[config.mk]
export PLATFORM = sky130hd
export DESIGN_NAME = bcd_tc_subtractor
export DESIGN_NICKNAME = d
export VERILOG_FILES = /design/src/rtl/bcdsub_pkg.sv /design/src/rtl/bcdsub_nines.sv /design/src/rtl/bcdsub_digit_add.sv /design/src/rtl/bcdsub_chain.sv /design/src/rtl/bcdsub_digit_check.sv /design/src/rtl/bcd_tc_subtractor.sv
export SDC_FILE = /design/constraint.sdc
export NUM_CORES = 1
export LEC_CHECK = 0
export BUFFER_PORTS_ARGS = -buffer_cell sky130_fd_sc_hd__buf_4
export CAP_MARGIN = 20
export CELL_PAD_IN_SITES_DETAIL_PLACEMENT = 0
export CELL_PAD_IN_SITES_GLOBAL_PLACEMENT = 1
export CORE_MARGIN = 2
export CORE_UTILIZATION = 45
export DETAILED_ROUTE_END_ITERATION = 7
export PLACE_DENSITY = 0.93
export SYNTH_ARGS = -nofsm -noshare
export SYNTH_HDL_FRONTEND = slang
export SYNTH_SLANG_ARGS = --single-unit
[constraint.sdc]
create_clock -name clk -period 1 [get_ports clk]
set_input_delay 0.1 -clock clk [delete_from_list [all_inputs] [get_ports clk]]
set_output_delay 0.1 -clock clk [all_outputs]
set_load 0.02 [all_outputs]
[src/rtl/bcdsub_pkg.sv]
package bcdsub_pkg;
  localparam int DIGIT_W = 4;
  localparam logic [DIGIT_W-1:0] DIGIT_MAX = 4'd9;
  localparam logic [DIGIT_W-1:0] DIGIT_FIX = 4'd6;

  typedef logic [DIGIT_W-1:0] digit_t;

  typedef struct packed {
    logic neg;
    logic bad;
  } res_flags_t;
endpackage

[src/rtl/bcdsub_nines.sv]
module bcdsub_nines
  import bcdsub_pkg::*;
#(
  parameter int ND = 3,
  localparam int W = ND * DIGIT_W
) (
  input  logic [W-1:0] word_in,
  output logic [W-1:0] word_out
);
  for (genvar k = 0; k < ND; k++) begin : g_dig
    assign word_out[k*DIGIT_W +: DIGIT_W] = DIGIT_MAX - word_in[k*DIGIT_W +: DIGIT_W];
  end
endmodule

[src/rtl/bcdsub_digit_add.sv]
module bcdsub_digit_add
  import bcdsub_pkg::*;
(
  input  digit_t a,
  input  digit_t b,
  input  logic   cin,
  output digit_t sum,
  output logic   cout
);
  logic [DIGIT_W:0] raw;

  always_comb begin
    raw  = {1'b0, a} + {1'b0, b} + {{DIGIT_W{1'b0}}, cin};
    cout = (raw > {1'b0, DIGIT_MAX});
    if (cout) begin
      sum = raw[DIGIT_W-1:0] + DIGIT_FIX;
    end else begin
      sum = raw[DIGIT_W-1:0];
    end
  end
endmodule

[src/rtl/bcdsub_chain.sv]
module bcdsub_chain
  import bcdsub_pkg::*;
#(
  parameter int ND = 3,
  localparam int W = ND * DIGIT_W
) (
  input  logic [W-1:0] a,
  input  logic [W-1:0] b,
  input  logic         cin,
  output logic [W-1:0] sum,
  output logic         cout
);
  logic [ND:0] carry;

  assign carry[0] = cin;

  for (genvar k = 0; k < ND; k++) begin : g_stage
    bcdsub_digit_add u_add (
      .a    (a[k*DIGIT_W +: DIGIT_W]),
      .b    (b[k*DIGIT_W +: DIGIT_W]),
      .cin  (carry[k]),
      .sum  (sum[k*DIGIT_W +: DIGIT_W]),
      .cout (carry[k+1])
    );
  end

  assign cout = carry[ND];
endmodule

[src/rtl/bcdsub_digit_check.sv]
module bcdsub_digit_check
  import bcdsub_pkg::*;
#(
  parameter int ND = 3,
  localparam int W = ND * DIGIT_W
) (
  input  logic [W-1:0] word_in,
  output logic         bad
);
  logic [ND-1:0] over;

  for (genvar k = 0; k < ND; k++) begin : g_dig
    assign over[k] = (word_in[k*DIGIT_W +: DIGIT_W] > DIGIT_MAX);
  end

  assign bad = |over;
endmodule

[src/rtl/bcd_tc_subtractor.sv]
module bcd_tc_subtractor
  import bcdsub_pkg::*;
#(
  parameter int NUM_DIGITS = 3,
  localparam int W = NUM_DIGITS * DIGIT_W
) (
  input  logic         clk,
  input  logic         rst_n,
  input  logic         in_valid,
  input  logic [W-1:0] minuend,
  input  logic [W-1:0] subtrahend,
  output logic         out_valid,
  output logic [W-1:0] difference,
  output logic         negative,
  output logic         invalid
);
  // reset release synchroniser
  logic rst_meta_q;
  logic rst_sync_n;

  always_ff @(posedge clk or negedge rst_n) begin
    if (!rst_n) begin
      rst_meta_q <= 1'b0;
      rst_sync_n <= 1'b0;
    end else begin
      rst_meta_q <= 1'b1;
      rst_sync_n <= rst_meta_q;
    end
  end

  // datapath: minuend + nines(subtrahend) + 1
  logic [W-1:0] sub_nc;
  logic [W-1:0] raw_sum;
  logic         raw_cout;
  logic [W-1:0] raw_nc;
  logic [W-1:0] mag_sum;
  logic         mag_cout;
  logic         min_bad;
  logic         sub_bad;
  logic         op_bad;

  bcdsub_nines #(.ND(NUM_DIGITS)) u_nc_sub (
    .word_in  (subtrahend),
    .word_out (sub_nc)
  );

  bcdsub_chain #(.ND(NUM_DIGITS)) u_main_add (
    .a    (minuend),
    .b    (sub_nc),
    .cin  (1'b1),
    .sum  (raw_sum),
    .cout (raw_cout)
  );

  // magnitude of a negative result: ten's complement of the raw sum
  bcdsub_nines #(.ND(NUM_DIGITS)) u_nc_raw (
    .word_in  (raw_sum),
    .word_out (raw_nc)
  );

  bcdsub_chain #(.ND(NUM_DIGITS)) u_mag_add (
    .a    (raw_nc),
    .b    ({W{1'b0}}),
    .cin  (1'b1),
    .sum  (mag_sum),
    .cout (mag_cout)
  );

  bcdsub_digit_check #(.ND(NUM_DIGITS)) u_chk_min (
    .word_in (minuend),
    .bad     (min_bad)
  );

  bcdsub_digit_check #(.ND(NUM_DIGITS)) u_chk_sub (
    .word_in (subtrahend),
    .bad     (sub_bad)
  );

  assign op_bad = min_bad | sub_bad;

  // next-state selection
  logic [W-1:0] diff_d;
  res_flags_t   flags_d;

  always_comb begin
    if (op_bad) begin
      diff_d      = '0;
      flags_d.neg = 1'b0;
      flags_d.bad = 1'b1;
    end else if (raw_cout) begin
      diff_d      = raw_sum;
      flags_d.neg = 1'b0;
      flags_d.bad = 1'b0;
    end else begin
      diff_d      = mag_sum;
      flags_d.neg = 1'b1;
      flags_d.bad = 1'b0;
    end
  end

  // result registers, loaded on strobe
  logic [W-1:0] diff_q;
  res_flags_t   flags_q;
  logic         vld_q;

  always_ff @(posedge clk or negedge rst_sync_n) begin
    if (!rst_sync_n) begin
      vld_q   <= 1'b0;
      diff_q  <= '0;
      flags_q <= '0;
    end else begin
      vld_q <= in_valid;
      if (in_valid) begin
        diff_q  <= diff_d;
        flags_q <= flags_d;
      end
    end
  end

  assign out_valid  = vld_q;
  assign difference = diff_q;
  assign negative   = flags_q.neg;
  assign invalid    = flags_q.bad;
endmodule

After elaboration in Yosys (flattened, before gate mapping)
Index checks and enable logic that the tools add are counted.
{"block": "totals", "register_bits": 17, "latch_bits": 0, "n_memories": 0, "mem_bits_rw": 0, "wordCells": 52, "inputBits": 27, "output_inout_bits": 15, "mem_bits_ro": 0}
{"block": "classes", "n_reduce_logical": 2, "n_eq_ne": 0, "bitwise_logic": 1, "n_addsub": 21, "multipliers": 0, "div": 0, "magnitude_cmp": 12, "n_shift": 0, "mux": 10}
{"cell": "5-bit by 4-bit > comparator with 1-bit output (second input constant)", "n": 6}
{"cell": "4-bit by 3-bit adder with 4-bit output (second input constant)", "n": 6}
{"cell": "4-bit > comparator (second input constant)", "n": 6}
{"cell": "12-bit two-way mux", "n": 2}
{"cell": "4-bit two-way mux", "n": 6}
{"cell": "4-bit subtractor (first input constant)", "n": 6}
{"cell": "4-bit by 4-bit adder with 5-bit output", "n": 3}
{"cell": "4-bit by 1-bit adder with 5-bit output", "n": 2}
{"cell": "5-bit by 1-bit adder with 5-bit output", "n": 2}
{"cell": "3-bit OR reduction", "n": 2}
{"cell": "4-bit by 1-bit adder with 5-bit output (second input constant)", "n": 1}
{"cell": "5-bit by 1-bit adder with 5-bit output (second input constant)", "n": 1}
{"cell": "2-bit two-way mux", "n": 2}
{"cell": "1-bit OR", "n": 1}

Depth between registers and ports, before layout
Gate-level depths: netlist of run 1.
{"block": "logic_depth", "depth_word": 15, "depth_mapped": 35}

Modules after synthesis
Synthesis of run 1 repeated with hierarchy kept, for this count alone.
{"block": "unflattened", "cells_unflattened": 240, "hier_area_um2": 2351.0}
{"mod": "bcdsub_digit_add", "cells_each": 22, "seq_area_each_um2": 0.0, "instances": 6, "area_each_um2": 211.5}
{"mod": "bcd_tc_subtractor", "cells_each": 64, "seq_area_each_um2": 425.4, "instances": 1, "area_each_um2": 802.0}
{"mod": "bcdsub_nines", "cells_each": 18, "seq_area_each_um2": 0.0, "instances": 2, "area_each_um2": 120.1}
{"mod": "bcdsub_digit_check", "cells_each": 4, "seq_area_each_um2": 0.0, "instances": 2, "area_each_um2": 20.0}

Worst setup path after synthesis of run 1
Ideal clock, no wire load.
{"block": "synth_path", "path_type": "in2reg", "startpoint": "input port subtrahend[1]", "endpoint": "register diff_q[10], in the netlist difference[10]", "setup_ns": 0.121, "t_arrival_ns": 6.495, "n_path_buf": 2, "stages": 31, "required_time_ns": 0.879, "setup_slack_ns": -5.616, "path_cell_list": "inv_1 > ha_1 > ha_1 > xnor2_1 > ha_1 > a21oi_1 > a21bo_2 > fa_1 > fa_1 > xnor2_1 > and2_1 > o21ai_0 > fa_1 > inv_1 > fa_1 > nor2b_1 > o21ai_1 > nand2b_1 > buf_1 > a21o_1 > clkbuf_1 > a21oi_1 > ha_1 > xnor2_1 > ha_1 > nor2b_1 > a31oi_1 > a32o_1 > mux2i_1 > o221ai_1 > a22o_1"}
{"block": "synth_via", "elab_chain_cells": 15, "word_cells_on_any_way": 30, "classes_between": "add/sub: 15; order compare: 7; mux: 6; bitwise: 1; reduce/logical: 1"}
{"item": "from (decl)", "line": "bcd_tc_subtractor.sv:11", "rtl": "input logic [W-1:0] subtrahend,"}
{"item": "4-bit subtractor", "line": "bcdsub_nines.sv:11", "rtl": "assign word_out[k*DIGIT_W +: DIGIT_W] = DIGIT_MAX - word_in[k*DIGIT_W +: DIGIT_W];"}
{"item": "4-bit by 4-bit adder with 5-bit output", "line": "bcdsub_digit_add.sv:13", "rtl": "raw = {1'b0, a} + {1'b0, b} + {{DIGIT_W{1'b0}}, cin};"}
{"item": "5-bit by 1-bit adder with 5-bit output", "line": "bcdsub_digit_add.sv:13"}
{"item": "5-bit by 4-bit > comparator with 1-bit output / 4-bit by 3-bit adder with 4-bit output (equally long branches)", "line": "bcdsub_digit_add.sv:14, bcdsub_digit_add.sv:16"}
{"item": "5-bit by 1-bit adder with 5-bit output / 4-bit two-way mux (equally long branches)", "line": "bcdsub_digit_add.sv:13, bcdsub_digit_add.sv:15"}
{"item": "5-bit by 4-bit > comparator with 1-bit output, or another cell as far along", "line": "bcdsub_digit_add.sv:14", "rtl": "cout = (raw > {1'b0, DIGIT_MAX});"}
{"item": "5-bit by 1-bit adder with 5-bit output, or another cell as far along", "line": "bcdsub_digit_add.sv:13"}
{"item": "4-bit by 3-bit adder with 4-bit output, or another cell as far along", "line": "bcdsub_digit_add.sv:16", "rtl": "sum = raw[DIGIT_W-1:0] + DIGIT_FIX;"}
{"item": "4-bit two-way mux / 4-bit by 1-bit adder with 5-bit output (equally long branches)", "line": "bcdsub_digit_add.sv:15, bcdsub_digit_add.sv:13"}
{"item": "4-bit subtractor / 5-bit by 4-bit > comparator with 1-bit output (equally long branches)", "line": "bcdsub_nines.sv:11, bcdsub_digit_add.sv:14"}
{"item": "4-bit by 1-bit adder with 5-bit output", "line": "bcdsub_digit_add.sv:13"}
{"item": "4-bit by 3-bit adder with 4-bit output / 5-bit by 4-bit > comparator with 1-bit output (equally long branches)", "line": "bcdsub_digit_add.sv:16, bcdsub_digit_add.sv:14"}
{"item": "4-bit two-way mux", "line": "bcdsub_digit_add.sv:15", "rtl": "if (cout) begin"}
{"item": "12-bit two-way mux", "line": "bcd_tc_subtractor.sv:90", "rtl": "end else if (raw_cout) begin"}
{"item": "12-bit two-way mux *", "line": "bcd_tc_subtractor.sv:86", "rtl": "if (op_bad) begin"}
{"item": "to (signal assigned)", "line": "bcd_tc_subtractor.sv:114", "rtl": "diff_q <= diff_d;"}
{"item": "to (decl)", "line": "bcd_tc_subtractor.sv:102", "rtl": "logic [W-1:0] diff_q;"}
Mark *: on every way between the ends. The rest lies on a longest branch, timed or not.
A chain may end at the register's enable or synchronous reset.

Worst setup path in the final report of run 1
{"block": "layout_path", "startpoint": "input port minuend[0]", "endpoint": "register diff_q[10], in the netlist difference[10]"}
{"block": "layout_via", "elab_chain_cells": 14, "word_cells_on_any_way": 29, "classes_between": "add/sub: 14; order compare: 7; mux: 6; bitwise: 1; reduce/logical: 1"}
{"item": "from (decl)", "line": "bcd_tc_subtractor.sv:10", "rtl": "input logic [W-1:0] minuend,"}
{"item": "4-bit by 4-bit adder with 5-bit output", "line": "bcdsub_digit_add.sv:13"}
{"item": "5-bit by 1-bit adder with 5-bit output", "line": "bcdsub_digit_add.sv:13"}
{"item": "5-bit by 4-bit > comparator with 1-bit output / 4-bit by 3-bit adder with 4-bit output (equally long branches)", "line": "bcdsub_digit_add.sv:14, bcdsub_digit_add.sv:16"}
{"item": "5-bit by 1-bit adder with 5-bit output / 4-bit two-way mux (equally long branches)", "line": "bcdsub_digit_add.sv:13, bcdsub_digit_add.sv:15"}
{"item": "5-bit by 4-bit > comparator with 1-bit output, or another cell as far along", "line": "bcdsub_digit_add.sv:14"}
{"item": "5-bit by 1-bit adder with 5-bit output, or another cell as far along", "line": "bcdsub_digit_add.sv:13"}
{"item": "4-bit by 3-bit adder with 4-bit output, or another cell as far along", "line": "bcdsub_digit_add.sv:16"}
{"item": "4-bit two-way mux / 4-bit by 1-bit adder with 5-bit output (equally long branches)", "line": "bcdsub_digit_add.sv:15, bcdsub_digit_add.sv:13"}
{"item": "4-bit subtractor / 5-bit by 4-bit > comparator with 1-bit output (equally long branches)", "line": "bcdsub_nines.sv:11, bcdsub_digit_add.sv:14"}
{"item": "4-bit by 1-bit adder with 5-bit output", "line": "bcdsub_digit_add.sv:13"}
{"item": "4-bit by 3-bit adder with 4-bit output / 5-bit by 4-bit > comparator with 1-bit output (equally long branches)", "line": "bcdsub_digit_add.sv:16, bcdsub_digit_add.sv:14"}
{"item": "4-bit two-way mux", "line": "bcdsub_digit_add.sv:15"}
{"item": "12-bit two-way mux", "line": "bcd_tc_subtractor.sv:90"}
{"item": "12-bit two-way mux *", "line": "bcd_tc_subtractor.sv:86"}
Marked as above.

==> results.sh, run 1 <==
export IMPL_synth_edff_count=0
export IMPL_synthArstFlopShare_pct=100
export IMPL_dieArea_sq_um=5350
export IMPL_wl_met2_um=3940
export IMPL_slowest_delay_ps=390
export IMPL_die_h_um=73.1
export IMPL_wl_per_cell_um=16.3
export IMPL_finalHoldViolations=0
export IMPL_cp_slowest_cell="fa_2"
export IMPL_dpl_hpwl_um=5190
export IMPL_nets=467
export IMPL_critPathBufInv=5
export IMPL_max_cap_viol_count=0
export IMPL_area_growth_pct=83.9
export IMPL_timing_final_ws_setup_ps=-4870
export IMPL_grt_max_degree=16
export IMPL_hold_start="in_valid"
export IMPL_irDropWorstVdd_v=0.00194
export IMPL_postSynthAreaPerCell_sq_um=8.56
export IMPL_arrival_ps=6010
export IMPL_ys_types=51
export IMPL_overflow=0
export IMPL_syn_cell_area_sq_um=2150
export IMPL_synthCells=251
export IMPL_crit_path_end="difference[10]"
export IMPL_seq_area_frac_synth_pct=19.8
export IMPL_fin_crit_sh_pct=587
export IMPL_cp_required_ps=1140
export IMPL_p_leak_nw=1.90
export IMPL_start_kind="primary input"
export IMPL_grt_pass1_wl_um=11100
export IMPL_r2r_end="difference[3]"
export IMPL_cts_root_buf="clkbuf_8"
export IMPL_post_route_util_pct=84.8
export IMPL_fmaxAchievable_mhz=170
export IMPL_cp_startpoint="minuend[0]"
export IMPL_min_path_type="in2reg"
export IMPL_end_kind="flop"
export IMPL_r2r_setup_slack_ps=-220
export IMPL_cts_tree="built"
export IMPL_io_buffers=41
export IMPL_totalWireLength_um=7420
export IMPL_num_antenna_cells=0
export IMPL_cp_depth=33
export IMPL_highest_layer="met4"
export IMPL_globalRouteTotalUtil_pct=26.5
export IMPL_cts_sinks=17
export IMPL_core_area_sq_um=4660
export IMPL_ios=42
export IMPL_wl_met1_um=3070
export IMPL_r2r_start="difference[3]"
export IMPL_met3WireLength_um=256
export IMPL_status="complete, but fails checks"
export IMPL_synth_warnings=0
export IMPL_finalMaxSlewViolations=0
export IMPL_clk_latency_ps=250
export IMPL_reg2reg_depth=4
export IMPL_chipWidth_um=73.1
export IMPL_crit_top_cell="ha_4"
export IMPL_finalSetupViolations=14
export IMPL_fin_skew_ps=0.629
export IMPL_rsz0062_at_grt="yes"
export IMPL_rows=25
export IMPL_htreeDepth=1
export IMPL_cts_buffers=3
export IMPL_vias=2442
export IMPL_syn_nets=316
export IMPL_synth_ff_type="dfrtp_1"
export IMPL_first_global_vias=2480
export IMPL_whs_ps=138
export IMPL_viasPerCell=5.37
export IMPL_clk_path_buf_depth=2
export IMPL_start_util_pct=46.1
export IMPL_drt_iter0_markers=149
export IMPL_antenna_found_initial=0
export IMPL_cp_top_family="adder cells"
export IMPL_crit_type="in2reg"
export IMPL_violations="setup timing"
export IMPL_gp_congestion=0.894
export IMPL_drc=0
export IMPL_p_per_area_nw_per_um2=3530
export IMPL_cts_clk_slew_worst_paths_ps=60
export IMPL_drive_gt1_share_pct=58.6
export IMPL_period_minus_slack_ps=5870
export IMPL_path_max_fanout=4
export IMPL_postRouteAntennaNets=0
export IMPL_firstDrtPassIters=5
export IMPL_ys_ff_latch=17
-- synthesized netlist by cell type (3+ instances only) --
master     count  area share, %
ha_1          33             19
inv_1         24            4.2
a21oi_1       20            4.7
nand2_1       20            3.5
dfrtp_1       17             20
xnor2_1       14            5.7
nor2_1        11            1.9
xor2_1        11            4.5
o21ai_0       10            2.3
a21o_1         8            2.8
nor3_1         7            1.6
nor2b_1        6            1.7
fa_1           5            4.7
nand3_1        5            1.2
a22oi_1        4            1.4
mux2i_1        4            1.9
o2bb2ai_1      4            1.6
a211oi_1       3            1.0
clkbuf_1       3           0.52
or4_1          3            1.0
-- power breakdown --
part	total, W	switching (W)	internal (W)
sequential	0.000780	0.0000333	0.000746
combinational	0.0127	0.00609	0.00659
clock	0.000486	0.000204	0.000282
-- kinds of logic after synthesis --
| logic type | after synthesis | share of synthesized area, % |
|---|---|---|
| compound gates | 68 | 21.4 |
| simple gates | 64 | 15.0 |
| fa+ha+maj | 38 | 23.9 |
| buf+inv | 31 | 5.41 |
| xor+xnor | 26 | 10.9 |
| flops | 17 | 19.8 |
| mux | 6 | 3.43 |
| other cells | 1 | 0.174 |
-- routing by layer --
layer / global-route usage, % / vias up
met5: 0 / -
met4: 9.67 / 0
met3: 1.93 / 12
met2: 50.1 / 57
met1: 30.8 / 1183
li1: - / 1190
-- registers in the layout (all words and copies together), names as in the netlist --
register    flops
out_valid       1
negative        1
difference     12
invalid         1
rst_sync_n      1
rst_meta_q      1
-- how the worst min path moves through the flow --
stage                 end  cells past startpoint
2_1_floorplan  rst_meta_q                      0
3_3_place_gp   rst_sync_n                      1
3_5_place_dp   rst_meta_q                      1
4_1_cts         out_valid                      2
5_1_grt         out_valid                      2
6_report        out_valid                      2
-- stage by stage --
step / TNS (ps) / total power [W] / area, sq um / setup slack (ps) / cells
after global routing: -49500 / 0.0148 / 3950 / -5090 / 455
final: -47210 / 0.0139 / 3950 / -4870 / 455
after detailed placement: -51760 / 0.0108 / 3520 / -5120 / 428
after floorplan: -45770 / 0.00714 / 2550 / -4870 / 251
after global placement: -50440 / 0.0104 / 3520 / -5010 / 428
after CTS: -46550 / 0.0123 / 3780 / -4750 / 444
-- repair_timing --
item | 4_1_cts | 5_1_grt
hold buffers | 1 | 0
hold endpoints to repair | 2 | 0
setup endpoints to repair | 14 | 16
resized for setup | 23 | 19
pin swaps | 20 | 12
gates cloned | 0 | 0
buffers inserted | 12 | 14
-- layout by cell type (no fill, tap or decap), types with 6 or more instances in the layout --
cell type	netlist	routed
inv_1	24	16
a21o_1	8	8
xor2_1	11	6
inv_2	2	8
a21oi_1	20	12
xnor2_1	14	8
ha_1	33	16
nor2_1	11	11
dfrtp_1	17	17
buf_4	0	141
ha_4	0	14
nand2_1	20	15
-- final cells by class --
type                       instances  area (sq um)
multi-input combinational        203          2120
timing repair buffer             150          1170
fill                             261           708
sequential                        17           425
inverter                          27           116
tap                               54          67.6
clock buffer                       4          45.0
Power figures use the tool's default switching activity.
==> run 2: changes to the inputs <==
- CORE_UTILIZATION: 45 -> 30
- PLACE_DENSITY: 0.93 -> 0.68
==> results.sh, run 2 (synthesis gave the netlist of run 1 again) <==
export IMPL_gp_congestion=0.808
export IMPL_dieArea_sq_um=7860
export IMPL_power_share_sequential_pct=5.5
export IMPL_whs_ps=138
export IMPL_overflow=0
export IMPL_layout_cells_non_filler=499
export IMPL_reg2reg_depth=4
export IMPL_firstDrtPassIters=4
export IMPL_dpl_worst_slack_ps=-5090
export IMPL_cts_tree="built"
export IMPL_met3_usage_pct=1.12
export IMPL_ios=42
export IMPL_cp_startpoint="minuend[0]"
export IMPL_placed_cells=468
export IMPL_cts_sinks=17
export IMPL_hold_start="in_valid"
export IMPL_use_met1_pct=23.2
export IMPL_drive_gt1_share_pct=62.0
export IMPL_postRouteAntennaNets=0
export IMPL_pwr_share_comb_pct=91.0
export IMPL_rows=30
export IMPL_crit_type="in2reg"
export IMPL_total_power_w=0.0143
export IMPL_nets=469
export IMPL_drt_iter0_markers=74
export IMPL_cp_slowest_cell="fa_2"
export IMPL_top_usage_layer="met2"
export IMPL_clk_path_buf_depth=2
export IMPL_r2r_start="difference[7]"
export IMPL_area_growth_pct=94.9
export IMPL_cp_required_ps=1140
export IMPL_r2r_end="difference[7]"
export IMPL_grt_max_degree=16
export IMPL_p_per_area_nw_per_um2=3420
export IMPL_clk_latency_ps=250
export IMPL_drc=0
export IMPL_viasPerCell=4.74
export IMPL_vias=2365
export IMPL_globalRouteTotalUtil_pct=17.9
export IMPL_crit_top_cell="ha_4"
export IMPL_min_path_type="in2reg"
export IMPL_postPlaceCellArea_sq_um=3560
export IMPL_finalMaxSlewViolations=0
export IMPL_final_common_cell="buf_4"
export IMPL_p_leak_nw=1.97
export IMPL_clkPwrFrac_pct=3.5
export IMPL_antenna_found_initial=0
export IMPL_slowest_delay_ps=430
export IMPL_path_max_fanout=4
export IMPL_totalWireLength_um=6750
export IMPL_start_util_pct=31.3
export IMPL_fin_skew_ps=4.24
export IMPL_cts_buffers=3
export IMPL_htreeDepth=1
export IMPL_start_kind="primary input"
export IMPL_max_cap_viol_count=0
export IMPL_fmaxAchievable_mhz=172
export IMPL_p_sw_w=0.00634
export IMPL_cp_depth=33
export IMPL_timing_final_ws_setup_ps=-4820
export IMPL_num_antenna_cells=0
export IMPL_rsz0062_at_grt="yes"
export IMPL_fin_area_sq_um=4190
export IMPL_irDropWorstVdd_v=0.00171
export IMPL_chipWidth_um=88.6
export IMPL_grt_pass1_wl_um=11200
export IMPL_finalHoldViolations=0
export IMPL_cp_top_family="adder cells"
export IMPL_wl_per_cell_um=13.5
export IMPL_layout_common_cells="buf_4 (129), buf_6 (17), dfrtp_1 (17), inv_1 (16), ha_1 (16)"
export IMPL_core_area_sq_um=6870
export IMPL_cts_root_buf="clkbuf_8"
export IMPL_cts_clk_slew_worst_paths_ps=70
export IMPL_p_sw_share_pct=44.2
export IMPL_dpl_hpwl_um=5060
export IMPL_end_kind="flop"
export IMPL_internal_power_w=0.00800
export IMPL_status="complete, but fails checks"
export IMPL_largest_register_ffs=12
export IMPL_fin_crit_sh_pct=582
export IMPL_period_minus_slack_ps=5820
export IMPL_crit_path_end="difference[10]"
export IMPL_arrival_ps=5960
export IMPL_violations="setup timing"
export IMPL_first_global_vias=2454
export IMPL_r2r_setup_slack_ps=-290
export IMPL_grtUsageMet2_pct=32.4
export IMPL_io_buffers=41
export IMPL_die_h_um=88.6
export IMPL_finalSetupViolations=12
export IMPL_critPathBufInv=5
run 2: stage by stage:
stage	TNS (ps)	util, %
5_1_grt	-49510	61.0
4_1_cts	-46970	58.2
6_report	-46790	61.0
2_1_floorplan	-45770	-
3_3_place_gp	-50140	51.8
3_5_place_dp	-50930	51.8
run 2: worst min-delay path by stage:
stage,depth (start not counted),slack (ps),to
after floorplan,0,-200,rst_meta_q
after CTS,2,140,out_valid
final,2,140,out_valid
after global placement,1,-120,rst_sync_n
after global routing,2,150,out_valid
after detailed placement,1,-120,rst_meta_q
run 2: final cells by class:
class | instances | area (sq um)
timing repair buffer | 152 | 1260
multi-input combinational | 203 | 2220
clock inverter | 1 | 5.00
sequential | 17 | 425
tap | 96 | 120
inverter | 27 | 116
fill | 599 | 2680
clock buffer | 3 | 41.3
run 2: timing repair:
item | CTS | global route
gates resized for setup | 38 | 40
hold buffers | 1 | 0
cloned | 0 | 1
buffers inserted | 32 | 14
hold endpoints to repair | 2 | 0
endpoints found under the setup margin | 16 | 16
pin swaps | 40 | 36
run 2: per-layer routing:
| layer | share of wire [%] | up-vias | wire, um |
|---|---|---|---|
| met4 | 0.34 | 0 | 23 |
| li1 | - | 1188 | - |
| met3 | 3.1 | 2 | 212 |
| met1 | 45 | 1121 | 3070 |
| met5 | 0 | - | 0 |
| met2 | 51 | 54 | 3450 |
run 2: power groups by stage:
| stage | registers [W] | clock network (W) | logic (W) |
|---|---|---|---|
| floorplan | 0.000862 | 0 | 0.00627 |
| global placement | 0.000793 | 0 | 0.00992 |
| detailed placement | 0.000795 | 0 | 0.0101 |
| CTS | 0.000783 | 0.000515 | 0.0127 |
| global route | 0.000790 | 0.000535 | 0.0143 |
| finish | 0.000785 | 0.000505 | 0.0130 |
==> run 3: changes to the inputs <==
- BUFFER_PORTS_ARGS: -buffer_cell sky130_fd_sc_hd__buf_4 -> unset
- DONT_BUFFER_PORTS: unset -> 1
- PLACE_DENSITY: 0.68 -> 0.62
==> results.sh, run 3 (synthesis gave the netlist of run 1 again) <==
export IMPL_ios=42
export IMPL_cts_buffers=3
export IMPL_path_max_fanout=4
export IMPL_clkPwrFrac_pct=3.7
export IMPL_p_leak_nw=1.72
export IMPL_pwr_share_comb_pct=90.4
export IMPL_globalRouteTotalUtil_pct=16.0
export IMPL_grt_max_degree=16
export IMPL_core_area_sq_um=6870
export IMPL_r2r_setup_slack_ps=-160
export IMPL_crit_type="in2reg"
export IMPL_p_sw_w=0.00578
export IMPL_htreeDepth=1
export IMPL_post_route_util_pct=54.6
export IMPL_rows=30
export IMPL_slowest_delay_ps=540
export IMPL_fmaxAchievable_mhz=180
export IMPL_drive_gt1_share_pct=54.2
export IMPL_finalMaxSlewViolations=0
export IMPL_cts_root_buf="clkbuf_8"
export IMPL_gp_congestion=0.778
export IMPL_irDropWorstVdd_v=0.00144
export IMPL_cts_tree="built"
export IMPL_start_util_pct=31.3
export IMPL_fin_skew_ps=2.32
export IMPL_io_buffers=0
export IMPL_internal_power_w=0.00779
export IMPL_layout_cells_non_filler=454
export IMPL_postRouteAntennaNets=0
export IMPL_viasPerCell=4.77
export IMPL_start_kind="primary input"
export IMPL_violations="setup timing"
export IMPL_critPathBufInv=5
export IMPL_cts_sinks=17
export IMPL_cp_top_family="adder cells"
export IMPL_fin_crit_sh_pct=554
export IMPL_min_path_type="in2async"
export IMPL_finalHoldViolations=0
export IMPL_whs_ps=79.8
export IMPL_period_minus_slack_ps=5540
export IMPL_die_h_um=88.6
export IMPL_grt_pass1_wl_um=10100
export IMPL_firstDrtPassIters=4
export IMPL_clk_path_buf_depth=2
export IMPL_setup_tns_ps=-44920
export IMPL_area_growth_pct=74.3
export IMPL_cts_clk_slew_worst_paths_ps=70
export IMPL_drt_iter0_markers=96
export IMPL_num_antenna_cells=0
export IMPL_antenna_found_initial=0
export IMPL_rsz0062_at_grt="yes"
export IMPL_nets=424
export IMPL_overflow=0
export IMPL_status="complete, but fails checks"
export IMPL_total_power_w=0.0136
export IMPL_max_cap_viol_count=0
export IMPL_final_common_cell="buf_4"
export IMPL_end_kind="flop"
export IMPL_totalWireLength_um=6060
export IMPL_p_per_area_nw_per_um2=3620
export IMPL_largest_register_ffs=12
export IMPL_drc=0
export IMPL_layout_common_cells="buf_4 (89), dfrtp_1 (17), inv_1 (16), ha_1 (16), nand2_1 (15)"
export IMPL_first_global_vias=2244
export IMPL_vias=2165
export IMPL_dieArea_sq_um=7860
export IMPL_arrival_ps=5730
export IMPL_clk_latency_ps=250
export IMPL_chipWidth_um=88.6
export IMPL_p_sw_share_pct=42.6
export IMPL_placed_cells=429
export IMPL_cp_slowest_cell="fa_2"
export IMPL_timing_final_ws_setup_ps=-4540
export IMPL_finalSetupViolations=12
export IMPL_wl_per_cell_um=13.3
export IMPL_dpl_hpwl_um=4890
export IMPL_cp_required_ps=1190
export IMPL_power_share_sequential_pct=5.8
export IMPL_crit_top_cell="fa_2"
run 3: cell types whose count changed in the layout (fill, tap and decap cells not counted), sizes merged:
cell | previous run | this run
dlygate4sd3 | 1 | 2
clkinv | 2 | 3
buf | 151 | 105
inv | 26 | 25
run 3: what timing repair did:
action                     in CTS  in global routing
hold buffers                    2                  0
setup endpoints to repair      15                 16
hold endpoints to repair        4                  0
resized for setup              39                 21
cloned                          1                  1
pin swaps                      33                 16
buffers inserted               15                  4
run 3: cell type report:
type	count	area [sq um]
flip-flops and latches	17	425
inverters	27	130
fillers	644	3120
well taps	96	120
multi-input cells	203	2140
repair buffers	107	883
clock inverters	1	5.00
clock buffers	3	41.3
run 3: routing by layer:
| metal | vias to the layer above | track usage (%) | wire length (um) |
|---|---|---|---|
| li1 | 1113 | - | - |
| met1 | 1000 | 21.2 | 2840 |
| met2 | 50 | 28.6 | 2950 |
| met3 | 2 | 2.33 | 261 |
| met4 | 0 | 1.79 | 8 |
| met5 | - | 0 | 0 |
run 3: power groups by stage:
stage / clock network [W] / logic, W / registers (W)
floorplan: 0 / 0.00627 / 0.000862
global placement: 0 / 0.0102 / 0.000805
detailed placement: 0 / 0.0102 / 0.000806
CTS: 0.000521 / 0.0119 / 0.000796
global route: 0.000558 / 0.0134 / 0.000801
finish: 0.000504 / 0.0123 / 0.000794
run 3: path summary, 6_finish.rpt:
kind                                     from        endpoint  depth (start not counted)
worst max-delay path               minuend[0]   difference[9]                         31
worst min-delay path                    rst_n      rst_meta_q                          1
worst max register to register  difference[3]   difference[3]                          4
worst min register to register     rst_sync_n   difference[8]                          1
max in group asynchronous          rst_sync_n   difference[0]                          1
min in group clk                     in_valid  difference[11]                          3
run 3: metrics by stage:
stage	cell area [sq um]	worst slack, ps
2_1_floorplan	2550	-4870
3_3_place_gp	3270	-4810
3_5_place_dp	3270	-4960
4_1_cts	3630	-4640
5_1_grt	3750	-4830
6_report	3750	-4540
